--- config.mk ---
export PLATFORM = sky130hd
export DESIGN_NAME = intack_vector_seq
export DESIGN_NICKNAME = d
export VERILOG_FILES = /design/src/rtl/ivs_pkg.sv /design/src/rtl/ivs_strobe_edge.sv /design/src/rtl/ivs_pulse_track.sv /design/src/rtl/ivs_byte_sel.sv /design/src/rtl/intack_vector_seq.sv
export SDC_FILE = /design/constraint.sdc
export NUM_CORES = 1
export LEC_CHECK = 0
export BUFFER_PORTS_ARGS = -buffer_cell sky130_fd_sc_hd__buf_2
export CORE_AREA = 5 5 62 64
export CTS_CLUSTER_SIZE = 28
export DETAILED_ROUTE_END_ITERATION = 6
export DIE_AREA = 0 0 67 69
export PLACE_DENSITY = 0.72
export SETUP_SLACK_MARGIN = 0.1
export SLEW_MARGIN = 20
export SYNTH_ARGS = -nofsm -noshare
export SYNTH_HDL_FRONTEND = slang
export SYNTH_SLANG_ARGS = --single-unit
--- constraint.sdc ---
create_clock -name clk -period 2.5 [get_ports clk]
set_input_delay 0 -clock clk [delete_from_list [all_inputs] [get_ports clk]]
set_output_delay 0 -clock clk [all_outputs]
set_load 0.03 [all_outputs]
--- src/rtl/ivs_pkg.sv ---
package ivs_pkg;
  // Position of the current pulse within an acknowledge sequence
  typedef enum logic [1:0] {
    PH_FIRST  = 2'd0,
    PH_SECOND = 2'd1,
    PH_THIRD  = 2'd2
  } phase_t;

  // Final pulse index for the selected format
  function automatic phase_t last_phase(input logic call_fmt);
    return call_fmt ? PH_THIRD : PH_SECOND;
  endfunction

  // Pulse on which the in-service bit is to be set
  function automatic phase_t latch_phase(input logic call_fmt);
    return call_fmt ? PH_FIRST : PH_SECOND;
  endfunction
endpackage

--- src/rtl/ivs_strobe_edge.sv ---
module ivs_strobe_edge (
  input  logic clk,
  input  logic rst,
  input  logic strobe_n,
  output logic fall,
  output logic rise,
  output logic strobe_d
);
  // Idle level of the strobe is high
  always_ff @(posedge clk) begin
    if (rst) strobe_d <= 1'b1;
    else     strobe_d <= strobe_n;
  end

  assign fall = strobe_d & ~strobe_n;
  assign rise = ~strobe_d & strobe_n;
endmodule

--- src/rtl/ivs_pulse_track.sv ---
module ivs_pulse_track
  import ivs_pkg::*;
#(
  parameter int LW = 3
) (
  input  logic          clk,
  input  logic          rst,
  input  logic          fall,
  input  logic          rise,
  input  logic          call_mode,
  input  logic [LW-1:0] level,
  output phase_t        phase,
  output logic          eff_mode,
  output logic [LW-1:0] eff_level,
  output logic          at_last
);
  logic          mode_q;
  logic [LW-1:0] level_q;
  logic          opening;

  // Live inputs are used only at the very start of a sequence
  assign opening   = fall && (phase == PH_FIRST);
  assign eff_mode  = opening ? call_mode : mode_q;
  assign eff_level = opening ? level     : level_q;
  assign at_last   = (phase == last_phase(eff_mode));

  always_ff @(posedge clk) begin
    if (rst) begin
      phase   <= PH_FIRST;
      mode_q  <= 1'b0;
      level_q <= '0;
    end else begin
      if (opening) begin
        mode_q  <= call_mode;
        level_q <= level;
      end
      if (rise) begin
        if (at_last) phase <= PH_FIRST;
        else         phase <= phase_t'(phase + 2'd1);
      end
    end
  end

  p_phase_range_r8: assert property (@(posedge clk) disable iff (rst)
    phase != 2'd3);

  p_frozen_mode_r9: assert property (@(posedge clk) disable iff (rst)
    (phase != PH_FIRST) && !fall |=> $stable(mode_q));
endmodule

--- src/rtl/ivs_byte_sel.sv ---
module ivs_byte_sel
  import ivs_pkg::*;
#(
  parameter int          DW     = 8,
  parameter int          LW     = 3,
  parameter int          STEP   = 4,
  parameter logic [DW-1:0] OPCODE = 8'hCD
) (
  input  phase_t        phase,
  input  logic          call_fmt,
  input  logic [LW-1:0] lvl,
  input  logic [DW-1:0] base,
  input  logic [DW-1:0] hi_byte,
  output logic [DW-1:0] byte_out,
  output logic          drives
);
  localparam logic [DW-1:0] STEP_W = DW'(STEP);

  logic [DW-1:0] call_low;
  logic [DW-1:0] pointer;

  assign call_low = base + (DW'(lvl) * STEP_W);
  assign pointer  = {base[DW-1:LW], lvl};

  always_comb begin
    byte_out = '0;
    drives   = 1'b0;
    if (call_fmt) begin
      drives = 1'b1;
      unique case (phase)
        PH_FIRST:  byte_out = OPCODE;
        PH_SECOND: byte_out = call_low;
        default:   byte_out = hi_byte;
      endcase
    end else if (phase == PH_SECOND) begin
      drives   = 1'b1;
      byte_out = pointer;
    end
  end
endmodule

--- src/rtl/intack_vector_seq.sv ---
module intack_vector_seq
  import ivs_pkg::*;
#(
  parameter int            DW     = 8,
  parameter int            LW     = 3,
  parameter int            STEP   = 4,
  parameter logic [DW-1:0] OPCODE = 8'hCD
) (
  input  logic          clk,
  input  logic          rst,
  input  logic          ack_n,
  input  logic          call_mode,
  input  logic [LW-1:0] level,
  input  logic [DW-1:0] vec_base,
  input  logic [DW-1:0] addr_hi,
  output logic [DW-1:0] dout,
  output logic          dout_en,
  output logic          isr_latch,
  output logic          seq_done
);
  logic          fall, rise, ack_d;
  phase_t        phase;
  logic          eff_mode, at_last, drives;
  logic [LW-1:0] eff_level;
  logic [DW-1:0] next_byte;

  ivs_strobe_edge u_edge (
    .clk      (clk),
    .rst      (rst),
    .strobe_n (ack_n),
    .fall     (fall),
    .rise     (rise),
    .strobe_d (ack_d)
  );

  ivs_pulse_track #(.LW(LW)) u_track (
    .clk       (clk),
    .rst       (rst),
    .fall      (fall),
    .rise      (rise),
    .call_mode (call_mode),
    .level     (level),
    .phase     (phase),
    .eff_mode  (eff_mode),
    .eff_level (eff_level),
    .at_last   (at_last)
  );

  ivs_byte_sel #(.DW(DW), .LW(LW), .STEP(STEP), .OPCODE(OPCODE)) u_sel (
    .phase    (phase),
    .call_fmt (eff_mode),
    .lvl      (eff_level),
    .base     (vec_base),
    .hi_byte  (addr_hi),
    .byte_out (next_byte),
    .drives   (drives)
  );

  // Registered bus outputs and strobes
  always_ff @(posedge clk) begin
    if (rst) begin
      dout      <= '0;
      dout_en   <= 1'b0;
      isr_latch <= 1'b0;
      seq_done  <= 1'b0;
    end else begin
      isr_latch <= fall && (phase == latch_phase(eff_mode));
      seq_done  <= rise && at_last;
      if (fall) begin
        dout_en <= drives;
        if (drives) dout <= next_byte;
      end else if (rise) begin
        dout_en <= 1'b0;
      end
    end
  end

  p_en_while_low_r10: assert property (@(posedge clk) disable iff (rst)
    dout_en |-> !ack_d);

  p_latch_single_r7: assert property (@(posedge clk) disable iff (rst)
    isr_latch |=> !isr_latch);

  p_done_single_r8: assert property (@(posedge clk) disable iff (rst)
    seq_done |=> !seq_done);

  p_done_restart_r8: assert property (@(posedge clk) disable iff (rst)
    seq_done |-> phase == PH_FIRST);

  p_ptr_silent_first_r5: assert property (@(posedge clk) disable iff (rst)
    dout_en && (phase == PH_FIRST) |-> dout == OPCODE);

  p_strobes_exclusive_r7: assert property (@(posedge clk) disable iff (rst)
    !(isr_latch && seq_done));
endmodule

======== Yosys cells after proc, flatten, opt, wreduce, memory -nomap -nowiden ========
Index checks and enable logic that the tools add are counted.
word-level totals
  ROM bits ................................ 0
  memories kept ........................... 0
  output and inout port bits .............. 11
  register bits ........................... 18
  bits in latches ......................... 0
  word-level logic and storage cells ...... 35
  bits of input ports ..................... 23
  bits in writable memories ............... 0
cells by class
  shifts and indexed selects .............. 0
  div/mod/pow operators ................... 0
  order comparisons ....................... 0
  bitwise logic cells ..................... 4
  reduce and logical (&&, ||, !) cells .... 6
  multiply operators ...................... 0
  add/subtract/negate cells ............... 2
  equal/unequal tests ..................... 3
  mux-type cells .......................... 12
operator list
  kind                                                                   count
  8-bit two-way mux                                                      2
  8-bit one-hot mux with 2 select lines                                  1
  8-bit by 5-bit adder with 8-bit output                                 1
  1-bit two-way mux                                                      6
  2-bit two-way mux                                                      2
  1-bit logical AND                                                      3
  3-bit two-way mux                                                      1
  2-bit by 1-bit adder with 2-bit output, second input constant          1
  1-bit bitwise AND                                                      2
  2-bit by 1-bit equality test with 1-bit output                         1
  2-bit by 1-bit equality test with 1-bit output, second input constant  1
  2-bit equality test                                                    1
  2-bit zero test                                                        1
  1-bit NOT                                                              2
  2-bit AND reduction                                                    1
  2-bit nonzero test                                                     1

======== Depth between registers and ports, before layout ========
Gate-level depths: netlist of the first run.
  word-level depth ........................ 7
  mapped depth ............................ 12

======== Cells and area by module ========
Synthesis of the first run repeated with hierarchy kept, for this count alone.
unflattened totals
  cells, all modules ...................... 132
  area total of the unflattened synthesis .. 1157.4 um^2
by module, submodules not included
  module             area each (um^2)  times used  sequential area each (um^2)  cells each
  intack_vector_seq  465.4             1           220.2                        47
  ivs_byte_sel       335.3             1           0.0                          51
  ivs_pulse_track    316.6             1           120.1                        30
  ivs_strobe_edge    40.0              1           20.0                         4

======== Worst setup path after synthesis of the first run ========
OpenSTA, ideal clock, no wires.
  kind .................................... flip-flop to flip-flop
  from .................................... register u_track.phase[0]
  to ...................................... register dout[3]
  slack ................................... 0.092 ns
  path buffers ............................ 0
  stages on the path, launching flop included .. 11
  arrival time ............................ 2.313 ns
  cell sequence ........................... dfxtp_1 -> inv_1 -> ha_1 -> nand2_1 -> mux2_2 -> ha_1 -> inv_1 -> fa_1 -> nand2_1 -> o21ai_0 -> o41ai_2
on the way
  cells in the longest elaborated chain, start to end .. 6
ends and longest elaborated chain
  what                                    RTL line                 text
  from (decl)                             ivs_pulse_track.sv:12    output phase_t phase,
  from (signal assigned)                  ivs_pulse_track.sv:39    else phase <= phase_t'(phase + 2'd1);
  2-bit zero test                         ivs_pulse_track.sv:22    assign opening = fall && (phase == PH_FIRST);
  1-bit logical AND                       ivs_pulse_track.sv:22
  3-bit two-way mux                       n/a
  via eff_level[0]                        intack_vector_seq.sv:24  logic [LW-1:0] eff_level;
  8-bit by 5-bit adder with 8-bit output  ivs_byte_sel.sv:22       assign call_low = base + (DW'(lvl) * STEP_W);
  8-bit one-hot mux with 2 select lines   ivs_byte_sel.sv:30       unique case (phase)
  8-bit two-way mux                       ivs_byte_sel.sv:28       if (call_fmt) begin
  to (signal assigned)                    intack_vector_seq.sv:71  if (drives) dout <= next_byte;
  to (decl)                               intack_vector_seq.sv:16  output logic [DW-1:0] dout,
The timed path passes the listed nets, and every way through them passes these cells.
A chain may end at the register's enable or synchronous reset.

======== Final worst setup path of the first run ========
  from .................................... input port ack_n
  to ...................................... register dout[3]
on the way
  cells in the longest elaborated chain, start to end .. 7
ends and longest elaborated chain
  what                                    RTL line                 text
  from (decl)                             intack_vector_seq.sv:11  input logic ack_n,
  1-bit NOT                               ivs_strobe_edge.sv:15    assign fall = strobe_d & ~strobe_n;
  1-bit bitwise AND                       ivs_strobe_edge.sv:15
  1-bit logical AND                       ivs_pulse_track.sv:22
  3-bit two-way mux                       n/a
  via eff_level[0]                        intack_vector_seq.sv:24
  8-bit by 5-bit adder with 8-bit output  ivs_byte_sel.sv:22
  8-bit one-hot mux with 2 select lines   ivs_byte_sel.sv:30
  8-bit two-way mux                       ivs_byte_sel.sv:28
The timed path passes the listed nets, and every way through them passes these cells.

==> results of run 1 <==
## area by class of cell
cell class | instances | area [µm²]
clock buffers | 4 | 36.3
multi-input cells | 96 | 796
repair buffers | 42 | 240
inverters | 11 | 41.3
well taps | 46 | 57.6
flip-flops and latches | 18 | 362
fillers | 321 | 1700
## metrics by stage
step | cell area (µm²) | hold WS [ps]
6_report | 1530 | 11.0
3_5_place_dp | 1430 | 223
5_1_grt | 1530 | 7.57
2_1_floorplan | 1220 | 100
4_1_cts | 1500 | 9.60
3_3_place_gp | 1430 | 211
## flip-flops by register name, indices dropped and copies added, names as in the netlist
name / flops
u_track.phase: 2
seq_done: 1
u_track.mode_q: 1
u_track.level_q: 3
dout: 8
isr_latch: 1
u_edge.strobe_d: 1
dout_en: 1
## power by group
part,switching [µW],internal [µW]
registers,8.94,305
logic,132,91.0
clock network,96.7,88.8
## Yosys cell counts, drive strengths merged (2+ instances only)
cell type / instances
nor2: 4
and3: 4
a21oi: 13
a211oi: 2
mux2: 2
ha: 7
a31oi: 3
o21ai: 14
nand3b: 3
a2111oi: 2
buf: 5
and2: 2
clkbuf: 2
dfxtp: 18
inv: 11
nand2: 8
nand3: 5
o221ai: 3
## per-layer routing
metal | up-vias | part of all wire | global-route usage
li1 | 565 | - | -
met1 | 538 | 0.46 | 0.180
met2 | 43 | 0.46 | 0.213
met3 | 6 | 0.062 | 0.0357
met4 | 0 | 0.015 | 0.0405
met5 | - | 0 | 0
## cell usage in the layout (no fill, tap or decap), types with 2 or more instances in the layout
cell           netlist  routed
and2_1               2       2
dlygate4sd3_1        0       3
o221ai_1             3       3
buf_2                1      33
buf_4                2       6
nand3_1              3       3
nand2_1              6       5
a31oi_1              3       3
dfxtp_1             18      17
nand3b_1             2       2
and3_1               4       4
inv_1               11      11
o21ai_0             12      12
o21ai_1              2       2
ha_1                 7       5
nand2_4              2       3
clkbuf_4             0       3
nor2_1               4       4
a21oi_1             11      11
## worst paths after layout
kind	start	slack, ps	to
setup / recovery	ack_n	180	dout[3]
hold / removal	vec_base[6]	10	dout[7]
setup reg to reg	u_track.phase[1]	190	dout[3]
hold reg to reg	dout_en	510	dout_en
## what timing repair did
item                                    CTS  global route
buffers inserted                          0             1
endpoints found under the hold margin     3             0
hold buffers                              3             0
gates resized for setup                   0             7
endpoints found under the setup margin    0             3
## logic make-up (layout without fill, tap and decap cells)
group | after synthesis | count (layout) | synth area share
flip-flops | 18 | 18 | 0.295
XOR/XNOR | 1 | 1 | 0.00718
buffers and inverters | 18 | 57 | 0.0759
AO/OA/AOI/OAI | 49 | 49 | 0.321
AND/OR/NAND/NOR | 35 | 35 | 0.186
adder cells (fa/ha/maj) | 8 | 8 | 0.0882
multiplexers | 3 | 3 | 0.0267
## worst min-delay path, cell delays in order
cell and delay (ps):
buf_2 130, nand4_1 70, nand3_1 70
==> flow_summary.json, run 1 <==
{
  "status": "finished clean",
  "synth.avg_cell_area_um2": 9.24,
  "ys_seq_area_frac": 0.295,
  "cp_max_fo": 4,
  "hold_violations": 0,
  "crit_buf_inv": 4,
  "maxCapViolations": 0,
  "synth_ff_type": "dfxtp_1",
  "ios": 34,
  "wire_per_inst_um": 14.5,
  "cts_buffers": 3,
  "vias": 1152,
  "antenna_found_initial": 0,
  "pre_cts_slack_ps": 181,
  "synth-edff-count": 0,
  "path_clk_slew_ps": 110,
  "mappedNetlistArea_um2": 1220,
  "drive_above_1_share": 0.380,
  "cp_data_arrival_time_ps": 2540,
  "dpl.cell_count": 209,
  "antenna_cells": 0,
  "slew_headroom": 0.637,
  "fp-row-count": 21,
  "ys_warn_count": 0,
  "area_growth_pct": 25.6,
  "fin_crit_sh": 0.930,
  "cts.sinks": 18,
  "synth_seq_cells": 18,
  "die_w_um": 67,
  "p_leak_uw": 0.000664,
  "layout_setup_ws_ps": 176,
  "ys_types": 54,
  "path_cells": "dlygate4sd3_1 > buf_2 > inv_1 > ha_4 > nand2_4 > mux2_4 > ha_1 > inv_1 > fa_2 > nand2_1 > o21ai_0 > o41ai_2",
  "finalSetupViolCount": 0,
  "synth.area.top_cells": "dfxtp_1 (30%), ha_1 (7.2%), o21ai_0 (4.9%), a21oi_1 (4.5%), inv_1 (3.4%)",
  "drv_slew": 0,
  "gp_congestion": 0.804,
  "dieArea_um2": 4620,
  "cp.depth": 12,
  "cp_common_cell": "inv_1",
  "final_cell_count_no_fill": 217,
  "max_freq_mhz": 430,
  "cts_tree": "yes",
  "drc_errors": 0,
  "fin_util": 0.474,
  "tns_ps": 0,
  "synth_nets": 163,
  "cp_slowest_stage_delay_ps": 530,
  "grt_usage": 0.136,
  "grt_max_degree": 15,
  "crit_path_start_kind": "input pin",
  "fin_crit_ps": 2320,
  "cts_buffer_depth": 2,
  "irDropWorstVdd_v": 0.000205,
  "synth_top_area_frac": 0.295,
  "grt_pass1_vias": 1124,
  "dr.pass1.iters": 4,
  "core_area_um2": 3230,
  "root_buffer": "clkbuf_4",
  "yosysTopAreaCell": "dfxtp_1",
  "grt_pass1_wl_um": 4990,
  "end_kind": "register",
  "tightest_slew_ps": 545,
  "hold_path_class": "input pin to register",
  "wirelength_um": 3140,
  "drtIter0Drc": 46,
  "initial_core_util": 0.377,
  "total_power_uw": 723,
  "required_ps": 2720,
  "crit_family": "buffers and inverters",
  "layout.nets": 203,
  "portBuffers": 33,
  "dp_hpwl_um": 2310,
  "antenna_left": 0,
  "cp_slowest_cell": "dlygate4sd3_1",
  "netlist_instances": 132,
  "skew_ps": 5.85,
  "avgViaCountPerCell": 5.31,
  "rsz0062_at_grt": "no",
  "async_reset_ff_frac": 0,
  "cellPowerDensity_nw_per_um2": 471,
  "clkLatencyLatePin_ps": 300,
  "whs_path_depth": 3,
  "htree_num_levels": 1,
  "worst-setup-path-type": "input pin to register",
  "die_h_um": 69,
  "grt_overflow": 0,
  "reg2reg_depth": 10
}
No activity file was read; power rests on OpenSTA's default activity.
==> run 2, diff against run 1 <==
--- a/config.mk
+++ b/config.mk
@@ -6,10 +6,10 @@
 export NUM_CORES = 1
 export LEC_CHECK = 0
 export BUFFER_PORTS_ARGS = -buffer_cell sky130_fd_sc_hd__buf_2
-export CORE_AREA = 5 5 62 64
+export CORE_AREA = 5 5 65 61
 export CTS_CLUSTER_SIZE = 28
 export DETAILED_ROUTE_END_ITERATION = 6
-export DIE_AREA = 0 0 67 69
+export DIE_AREA = 0 0 70 66
 export PLACE_DENSITY = 0.72
 export SETUP_SLACK_MARGIN = 0.1
 export SLEW_MARGIN = 20
==> run 2 against run 1 <==
Against the previous run: global-route usage rose by 0.17 points; final cell count did not move; sequential power barely moved; count of clock-buffer cells in the layout did not move; critical path type is now register to register; highest routed layer unchanged.
==> flow_summary.json, run 2 (synthesis results as in run 1) <==
{
  "cp_slowest_stage_delay_ps": 420,
  "drv_slew": 0,
  "pre_cts_slack_ps": 171,
  "path_cells": "inv_1 > ha_1 > nand2_2 > mux2_4 > ha_1 > inv_1 > fa_2 > nand2_1 > o21ai_0 > o41ai_2",
  "initial_core_util": 0.375,
  "grt_pass1_vias": 1151,
  "crit_path_start_kind": "register",
  "portBuffers": 33,
  "ios": 34,
  "irDropWorstVdd_v": 0.000235,
  "tns_ps": 0,
  "required_ps": 2720,
  "hold_violations": 0,
  "dieArea_um2": 4620,
  "rsz0062_at_grt": "yes",
  "cp_slowest_cell": "fa_2",
  "fp-row-count": 20,
  "end_kind": "register",
  "crit_buf_inv": 2,
  "dr.pass1.iters": 4,
  "nFillCells": 336,
  "area_growth_pct": 25.6,
  "grt_max_degree": 15,
  "p_leak_uw": 0.000673,
  "clkLatencyLatePin_ps": 300,
  "layout.nets": 205,
  "largest_registers": "dout x8, u_track.level_q x3, u_track.phase x2",
  "cts_buffer_depth": 2,
  "grt_overflow": 0,
  "drc_errors": 0,
  "cellPowerDensity_nw_per_um2": 468,
  "drtIter0Drc": 19,
  "grt_usage": 0.137,
  "drive_above_1_share": 0.382,
  "avgViaCountPerCell": 5.19,
  "antenna_found_initial": 0,
  "cts_tree": "yes",
  "hold_path_class": "input pin to register",
  "maxCapViolations": 0,
  "root_buffer": "clkbuf_4",
  "gp_congestion": 0.804,
  "wire_per_inst_um": 13.6,
  "tightest_slew_ps": 403,
  "max_freq_mhz": 429,
  "antenna_left": 0,
  "dp_hpwl_um": 2280,
  "cp_max_fo": 4,
  "crit_family": "adder cells",
  "fin_crit_ps": 2330,
  "largest_register": "dout",
  "grt_pass1_wl_um": 5160,
  "status": "finished clean",
  "core_area_um2": 3250,
  "die_w_um": 70,
  "cts.sinks": 18,
  "die_h_um": 66,
  "slew_headroom": 0.731,
  "largest_reg_flops": 8,
  "cts_buffers": 3,
  "layout_setup_ws_ps": 171,
  "htree_num_levels": 1,
  "final_common_cell": "buf_2",
  "cp_data_arrival_time_ps": 2550,
  "path_clk_slew_ps": 110,
  "skew_ps": 3.51,
  "antenna_cells": 0,
  "finalSetupViolCount": 0,
  "worst-setup-path-type": "register to register",
  "fin_crit_sh": 0.932,
  "wirelength_um": 2950,
  "vias": 1127,
  "layout_common_cells": "buf_2 (33), dfxtp_1 (16), o21ai_0 (12), inv_1 (11), a21oi_1 (10)"
}
## run 2: cell type report
type / count / area (µm²) / share of cell area
Clock buffer: 4 / 36.3 / 0.0237
Inverter: 11 / 41.3 / 0.0269
Multi-Input combinational cell: 96 / 779 / 0.509
Sequential cell: 18 / 363 / 0.237
Tap cell: 44 / 55.1 / 0.0359
Timing Repair Buffer: 44 / 258 / 0.168
## run 2: metal layers
metal | part of all wire | track usage | wire, µm
met5 | 0 | 0 | 0
met4 | 0.010 | 0.0455 | 31
met3 | 0.061 | 0.0334 | 179
met2 | 0.47 | 0.229 | 1400
met1 | 0.46 | 0.174 | 1350
## run 2: final timing paths
| kind | from | to | slack [ps] | cells after the start |
|---|---|---|---|---|
| worst max-delay path | u_track.phase[0] | dout[3] | 170 | 10 |
| worst min register to register | dout_en | dout_en | 510 | 2 |
| worst max register to register | u_track.phase[0] | dout[3] | 170 | 10 |
| worst min-delay path | addr_hi[0] | dout[0] | 10 | 3 |
## run 2: report_power, final
part	switching, µW	leakage, µW	internal [µW]
registers	8.64	0.000148	305
logic	130	0.000503	89.5
clock network	95.4	0.0000210	88.9
## run 2: metrics by stage
step / std cells / total power (µW) / utilization / area [µm²] / hold WS [ps]
2_1_floorplan: 132 / 471 / - / 1220 / 100
3_3_place_gp: 208 / 528 / 0.442 / 1440 / 214
3_5_place_dp: 208 / 529 / 0.442 / 1440 / 223
4_1_cts: 216 / 723 / 0.465 / 1510 / 5.08
5_1_grt: 217 / 773 / 0.471 / 1530 / 9.75
6_report: 217 / 717 / 0.471 / 1530 / 11.0
## run 2: repair_timing
| item | CTS | global route |
|---|---|---|
| setup endpoints to repair | 0 | 4 |
| resized for setup | 0 | 5 |
| buffers inserted | 0 | 1 |
| hold buffers | 4 | 0 |
| hold endpoints to repair | 8 | 0 |
## run 2: worst register-to-register path: cells and delay by family (launching register included)
family	cells	cell delay, ps
buffers and inverters	2	120
AND/OR/NAND/NOR	2	210
flip-flops	1	340
AO/OA/AOI/OAI	2	410
multiplexers	1	330
adder cells (fa/ha/maj)	3	850
